[config.mk]
export PLATFORM = sky130hd
export DESIGN_NAME = rstpulse_gen
export DESIGN_NICKNAME = d
export VERILOG_FILES = /design/src/rtl/rstpulse_pkg.sv /design/src/rtl/rstpulse_cfg_reg.sv /design/src/rtl/rstpulse_timer.sv /design/src/rtl/rstpulse_pad.sv /design/src/rtl/rstpulse_gen.sv
export SDC_FILE = /design/constraint.sdc
export NUM_CORES = 1
export LEC_CHECK = 0
export ABC_AREA = 1
export BUFFER_PORTS_ARGS = -buffer_cell sky130_fd_sc_hd__buf_2
export CAP_MARGIN = 20
export CORE_MARGIN = 2
export CORE_UTILIZATION = 48
export CTS_CLUSTER_DIAMETER = 30
export DETAILED_ROUTE_END_ITERATION = 10
export MAX_ROUTING_LAYER = met4
export PLACE_DENSITY = 0.76
export SLEW_MARGIN = 5
export SYNTH_ARGS = -nofsm -noshare
export SYNTH_HDL_FRONTEND = slang
export SYNTH_HIERARCHICAL = 1
export SYNTH_SLANG_ARGS = --single-unit
[constraint.sdc]
create_clock -name clk -period 1.4 [get_ports clk]
set_input_delay 0.14 -clock clk [delete_from_list [all_inputs] [get_ports clk]]
set_output_delay 0.14 -clock clk [all_outputs]
set_load 0.005 [all_outputs]
[src/rtl/rstpulse_pkg.sv]
package rstpulse_pkg;
  localparam int CFG_W      = 32;
  localparam int KEY_LSB    = 24;
  localparam int POL_BIT    = 31;
  localparam int DRIVE_BIT  = 30;

  localparam logic [7:0] KEY_ACT_HIGH  = 8'hA5;
  localparam logic [7:0] KEY_ACT_LOW   = 8'h5A;
  localparam logic [7:0] KEY_PUSH_PULL = 8'hA8;
  localparam logic [7:0] KEY_OPEN_DRN  = 8'h8A;

  typedef struct packed {
    logic active_high;
    logic push_pull;
  } pin_mode_t;
endpackage

[src/rtl/rstpulse_cfg_reg.sv]
module rstpulse_cfg_reg
  import rstpulse_pkg::*;
#(
  parameter int WIDTH_BITS  = 20,
  parameter int RESET_WIDTH = 255
) (
  input  logic                  clk,
  input  logic                  rst,
  input  logic                  wr_i,
  input  logic [CFG_W-1:0]      wdata_i,
  output logic [CFG_W-1:0]      cfg_o,
  output pin_mode_t             mode_o,
  output logic [WIDTH_BITS-1:0] width_o
);
  localparam logic [CFG_W-1:0] CFG_RESET = CFG_W'(RESET_WIDTH);

  logic [CFG_W-1:0] cfg_q;
  logic [7:0]       key;

  assign key = wdata_i[CFG_W-1:KEY_LSB];

  always_ff @(posedge clk) begin
    if (rst) begin
      cfg_q <= CFG_RESET;
    end else if (wr_i) begin
      cfg_q[WIDTH_BITS-1:0] <= wdata_i[WIDTH_BITS-1:0];
      case (key)
        KEY_ACT_HIGH:  cfg_q[POL_BIT]   <= 1'b1;
        KEY_ACT_LOW:   cfg_q[POL_BIT]   <= 1'b0;
        KEY_PUSH_PULL: cfg_q[DRIVE_BIT] <= 1'b1;
        KEY_OPEN_DRN:  cfg_q[DRIVE_BIT] <= 1'b0;
        default: ;
      endcase
    end
  end

  logic unused_wdata;
  assign unused_wdata = ^wdata_i;

  assign cfg_o              = cfg_q;
  assign width_o            = cfg_q[WIDTH_BITS-1:0];
  assign mode_o.active_high = cfg_q[POL_BIT];
  assign mode_o.push_pull   = cfg_q[DRIVE_BIT];

  p_key_hi_r2: assert property (@(posedge clk) disable iff (rst)
    wr_i && key == KEY_ACT_HIGH |=> cfg_q[POL_BIT]);
  p_key_lo_r3: assert property (@(posedge clk) disable iff (rst)
    wr_i && key == KEY_ACT_LOW |=> !cfg_q[POL_BIT]);
  p_key_pp_r4: assert property (@(posedge clk) disable iff (rst)
    wr_i && key == KEY_PUSH_PULL |=> cfg_q[DRIVE_BIT]);
  p_key_od_r4: assert property (@(posedge clk) disable iff (rst)
    wr_i && key == KEY_OPEN_DRN |=> !cfg_q[DRIVE_BIT]);
  p_mode_keep_r5: assert property (@(posedge clk) disable iff (rst)
    wr_i && key != KEY_ACT_HIGH && key != KEY_ACT_LOW &&
    key != KEY_PUSH_PULL && key != KEY_OPEN_DRN
    |=> $stable(cfg_q[CFG_W-1:WIDTH_BITS]));
  p_width_load_r6: assert property (@(posedge clk) disable iff (rst)
    wr_i |=> cfg_q[WIDTH_BITS-1:0] == $past(wdata_i[WIDTH_BITS-1:0]));
  p_hold_r6: assert property (@(posedge clk) disable iff (rst)
    !wr_i |=> $stable(cfg_q));
endmodule

[src/rtl/rstpulse_timer.sv]
module rstpulse_timer #(
  parameter int WIDTH_BITS = 20
) (
  input  logic                  clk,
  input  logic                  rst,
  input  logic                  event_i,
  input  logic                  tick_i,
  input  logic [WIDTH_BITS-1:0] width_i,
  output logic                  active_o
);
  logic                  active_q;
  logic [WIDTH_BITS-1:0] remain_q;

  always_ff @(posedge clk) begin
    if (rst) begin
      active_q <= 1'b0;
      remain_q <= '0;
    end else if (event_i) begin
      active_q <= 1'b1;
      remain_q <= width_i;
    end else if (active_q && tick_i) begin
      if (remain_q == '0) begin
        active_q <= 1'b0;
      end else begin
        remain_q <= remain_q - 1'b1;
      end
    end
  end

  assign active_o = active_q;

  p_restart_r8: assert property (@(posedge clk) disable iff (rst)
    event_i |=> active_q && remain_q == $past(width_i));
  p_end_r7: assert property (@(posedge clk) disable iff (rst)
    active_q && tick_i && !event_i && remain_q == '0 |=> !active_q);
  p_hold_r7: assert property (@(posedge clk) disable iff (rst)
    active_q && !tick_i && !event_i |=> active_q && $stable(remain_q));
  p_idle_r12: assert property (@(posedge clk) disable iff (rst)
    !active_q && !event_i |=> !active_q);
endmodule

[src/rtl/rstpulse_pad.sv]
module rstpulse_pad
  import rstpulse_pkg::*;
(
  input  logic      clk,
  input  logic      rst,
  input  logic      active_i,
  input  pin_mode_t mode_i,
  output logic      pin_o,
  output logic      oe_o
);
  logic pin_q, oe_q;

  always_ff @(posedge clk) begin
    if (rst) begin
      pin_q <= 1'b0;
      oe_q  <= 1'b0;
    end else if (mode_i.push_pull) begin
      oe_q  <= 1'b1;
      pin_q <= mode_i.active_high ^ ~active_i;
    end else begin
      oe_q  <= active_i;
      pin_q <= 1'b0;
    end
  end

  assign pin_o = pin_q;
  assign oe_o  = oe_q;
endmodule

[src/rtl/rstpulse_gen.sv]
module rstpulse_gen
  import rstpulse_pkg::*;
#(
  parameter int WIDTH_BITS  = 20,
  parameter int RESET_WIDTH = 255
) (
  input  logic        clk,
  input  logic        rst,
  input  logic        cfg_wr_i,
  input  logic [31:0] cfg_wdata_i,
  output logic [31:0] cfg_rdata_o,
  input  logic        tick_us_i,
  input  logic        timeout_i,
  output logic        rst_pin_o,
  output logic        rst_oe_o
);
  pin_mode_t             mode;
  logic [WIDTH_BITS-1:0] width;
  logic                  pulse_active;

  rstpulse_cfg_reg #(
    .WIDTH_BITS (WIDTH_BITS),
    .RESET_WIDTH(RESET_WIDTH)
  ) u_cfg (
    .clk    (clk),
    .rst    (rst),
    .wr_i   (cfg_wr_i),
    .wdata_i(cfg_wdata_i),
    .cfg_o  (cfg_rdata_o),
    .mode_o (mode),
    .width_o(width)
  );

  rstpulse_timer #(
    .WIDTH_BITS(WIDTH_BITS)
  ) u_timer (
    .clk     (clk),
    .rst     (rst),
    .event_i (timeout_i),
    .tick_i  (tick_us_i),
    .width_i (width),
    .active_o(pulse_active)
  );

  rstpulse_pad u_pad (
    .clk     (clk),
    .rst     (rst),
    .active_i(pulse_active),
    .mode_i  (mode),
    .pin_o   (rst_pin_o),
    .oe_o    (rst_oe_o)
  );

  p_pin_needs_oe_r10: assert property (@(posedge clk) disable iff (rst)
    rst_pin_o |-> rst_oe_o);
  p_od_follow_r10: assert property (@(posedge clk) disable iff (rst)
    !$past(rst) && !$past(mode.push_pull) |-> rst_oe_o == $past(pulse_active));
  p_pp_oe_r11: assert property (@(posedge clk) disable iff (rst)
    !$past(rst) && $past(mode.push_pull) |-> rst_oe_o);
endmodule

==> flow_summary.json <==
{
  "hold_viol_final": 0,
  "clock_insertion_delay_worst_skew_ns": 0.30,
  "clock.fmax_mhz": 692.5,
  "startpoint": "u_timer/remain_q[2]$_SDFFE_PP0P_",
  "initial_antenna_violation_count": 0,
  "htree_depth": 2,
  "cts-buffers-inserted": 5,
  "num_io_pins": 71,
  "critPathRequiredTime_ns": 1.63,
  "place.port_buffers": 56,
  "critical_path.max_stage_delay_ns": 0.35,
  "cts_sink_count": 45,
  "syn_to_layout_area_delta_pct": 30.64,
  "die_h_um": 79.51,
  "p_leak_nw": 1.797,
  "finalSetupTns_ns": -0.1720,
  "fin_worst_skew_ns": 0.003842,
  "final_area_um2": 3575,
  "preCtsSetupSlack_ns": -0.08702,
  "synth.cells.most_frequent": "sky130_fd_sc_hd__nand2_1 (121), sky130_fd_sc_hd__nor2_1 (89), sky130_fd_sc_hd__dfxtp_1 (45)",
  "mappedNetlistArea_um2": 2736,
  "drt.antenna.violating_nets": 0,
  "dp_hpwl_um": 4951,
  "start_util": 0.4969,
  "fill_cells": 459,
  "grt_pass1_wl_um": 11430,
  "synth_area_per_cell_um2": 6.291,
  "finalPower_mw": 3.637,
  "synth_top_area_cell": "sky130_fd_sc_hd__dfxtp_1",
  "path_delay_family": "simple AND/OR/NAND/NOR gates",
  "critical_path.reg2reg.endpoint": "u_timer/remain_q[9]$_SDFFE_PP0P_",
  "fp.dieArea_um2": 6321,
  "route.vias.total": 2883,
  "finalWorstPathRequiredPeriod_ns": 1.444,
  "maximum_fanout_count_along_the_critical_path": 5,
  "final_nets": 554,
  "routability_congestion_estimate_from_global_placement": 0.9027,
  "synthFlopType": "sky130_fd_sc_hd__dfxtp_1",
  "violations": "negative setup slack",
  "setup_ws_ns": -0.04407,
  "antenna_diode_count": 0,
  "ff2ff_path_depth": 8,
  "timing.setup.critical_path_class": "register to register",
  "post_cts_hold_buffer_count": 0,
  "timing.final.setup_violations": 9,
  "clock-root-buffer": "sky130_fd_sc_hd__clkbuf_8",
  "count_of_flip_flops_with_a_built_in_enable_after_synthesis": 0,
  "grt_max_degree": 23,
  "wp_data_arrival_ns": 1.67,
  "hold-path-endpoint": "u_cfg/cfg_o[2]$_SDFFE_PP1P_",
  "critical_path.slowest_cell": "sky130_fd_sc_hd__dfxtp_2",
  "drt-total-wl_um": 7015,
  "post_route_cells_drive_above_1_share": 0.3391,
  "total_of_warnings_raised_by_yosys": 6,
  "dr.first_iter.drc_count": 176,
  "timing_max_transition_violations_final": 0,
  "synth.yosys.seq_area_share": 0.3292,
  "power-per-cell-area_nw_per_um2": 1017,
  "globalRoute.totalOverflow": 0,
  "yosys.cell_types.count": 29,
  "run_status": "finished, violations left",
  "worstPathBufferInverterCount": 1,
  "path_cells": "nor2_4, nand2_2, nor2_4, nand3_4, a21oi_4, buf_6, nand2_2, a21oi_2",
  "grt_pass1_vias": 2548,
  "ff2ff_setup_slack_ns": -0.04,
  "min_path_type": "primary input to register",
  "synthDominantCellAreaShare": 0.3292,
  "rsz0062_at_grt": "yes",
  "synthTopCellsByArea": "sky130_fd_sc_hd__dfxtp_1 (33%), sky130_fd_sc_hd__nand2_1 (17%), sky130_fd_sc_hd__nor2_1 (12%)",
  "clk_pin_slew_worst_paths_ns": 0.09,
  "reg2reg_from": "u_timer/remain_q[2]$_SDFFE_PP0P_",
  "holdPathStages": 3,
  "asyncSetResetFlopFracSynth": 0,
  "post-synth-top-count-cell": "sky130_fd_sc_hd__nand2_1",
  "synthesis.instances": 435,
  "die_width_um": 79.51,
  "detail_route.vias_per_cell": 4.903,
  "synth.ff_latch_count": 45,
  "finalCritPeriodShare": 1.031,
  "placed_cell_area_um2": 3212,
  "cap_violations": 0,
  "endpoint_kind": "register",
  "tritoncts_clock_tree": "yes",
  "std_cell_rows": 27,
  "gr-usage-all-layers": 0.2316,
  "drc_errors": 0,
  "floorplan.core_area_um2": 5507,
  "start_kind": "register",
  "min-delay-start": "cfg_wdata_i[2]",
  "vdd_drop_max_mv": 0.7882,
  "clockBufferDepth": 2,
  "post_detailed_route_wirelength_per_cell_um": 11.93,
  "drt_pre_antenna_iters": 4
}
## where the power goes
| group | switching [mW] | leakage, nW | internal [mW] | total, mW |
|---|---|---|---|---|
| Sequential | 0.0692 | 0.374 | 1.37 | 1.44 |
| Combinational | 0.639 | 1.37 | 0.516 | 1.15 |
| Clock | 0.462 | 0.0574 | 0.581 | 1.04 |
## routing by layer
metal  vias to the layer above  global-route usage  wire [µm]
li1                       1470                   -          -
met1                      1314              0.3010       3212
met2                        90              0.3697       3356
met3                         9             0.03733        328
met4                         0             0.07414        117
met5                         -                   -          0
## worst min-delay path, cell delays in order
cell                      delay, ns
sky130_fd_sc_hd__buf_2         0.08
sky130_fd_sc_hd__nand2_1       0.04
sky130_fd_sc_hd__nand3_1       0.06
## timing repair
item                       CTS  global route
setup buffers                3             2
setup endpoints to repair   20            20
pin swaps                   13            18
gates resized for setup     31            33
cloned                       1             0
## worst max-delay path by stage
stage | to | slack (ns) | cells after the start
final | u_timer/remain_q[9]$_SDFFE_PP0P_ | -0.04 | 8
after global routing | u_timer/remain_q[11]$_SDFFE_PP0P_ | -0.13 | 9
after CTS | u_timer/remain_q[9]$_SDFFE_PP0P_ | -0.02 | 8
after detailed placement | u_timer/remain_q[1]$_SDFFE_PP0P_ | -0.09 | 9
after global placement | u_timer/remain_q[1]$_SDFFE_PP0P_ | -0.05 | 8
after floorplan | u_timer/remain_q[12]$_SDFFE_PP0P_ | 0.0009 | 9
## registers in the layout (all words and copies together) (netlist names)
name / flops
u_cfg/cfg_o: 22
u_pad/oe_o: 1
u_pad/pin_o: 1
u_timer/active_o: 1
u_timer/remain_q: 20
## per-stage QoR
step	util	hold slack, ns	instances
after detailed placement	0.5833	0.3571	575
after global routing	0.6492	0.04685	588
after floorplan	-	0.2510	444
after global placement	0.5833	0.3512	575
final	0.6492	0.04956	588
after CTS	0.6283	0.04907	587
## layout by cell type (no fill, tap or decap), types with 2 or more instances in the layout
cell type	netlist	layout
sky130_fd_sc_hd__nand4_1	4	4
sky130_fd_sc_hd__o21ai_0	20	19
sky130_fd_sc_hd__buf_4	33	45
sky130_fd_sc_hd__dfxtp_1	45	38
sky130_fd_sc_hd__inv_2	0	2
sky130_fd_sc_hd__nand2_2	3	7
sky130_fd_sc_hd__a21oi_1	11	8
sky130_fd_sc_hd__nor2_4	3	13
sky130_fd_sc_hd__conb_1	1	10
sky130_fd_sc_hd__nor2_1	89	73
sky130_fd_sc_hd__nand2_4	1	5
sky130_fd_sc_hd__buf_6	1	6
sky130_fd_sc_hd__nor3_1	2	2
sky130_fd_sc_hd__xnor2_1	4	4
sky130_fd_sc_hd__nand3_4	1	2
sky130_fd_sc_hd__or2_2	3	3
sky130_fd_sc_hd__clkbuf_8	0	6
sky130_fd_sc_hd__nand3_1	38	36
sky130_fd_sc_hd__nand2_1	121	113
sky130_fd_sc_hd__buf_2	6	56
sky130_fd_sc_hd__a21oi_2	0	3
sky130_fd_sc_hd__dfxtp_2	0	6
sky130_fd_sc_hd__nand3_2	1	2
sky130_fd_sc_hd__inv_1	34	31
sky130_fd_sc_hd__nor2_2	3	10
## logic make-up after synthesis
kind of cell,synth area share
fa+ha+maj,0.009143
compound gates,0.06722
other cells,0.001370
simple gates,0.4175
buf+inv,0.1596
xor+xnor,0.01600
flops,0.3292
## final cells by class
type,count,area (µm²),area share
Tap cell,72,90.09,0.02520
Clock buffer,6,82.58,0.02310
Inverter,34,130.1,0.03640
Multi-Input combinational cell,321,1617,0.4522
Sequential cell,45,912.1,0.2552
Clock inverter,2,37.54,0.01050
Timing Repair Buffer,108,705.7,0.1974
Note: power is estimated with default switching activity, not from simulation.
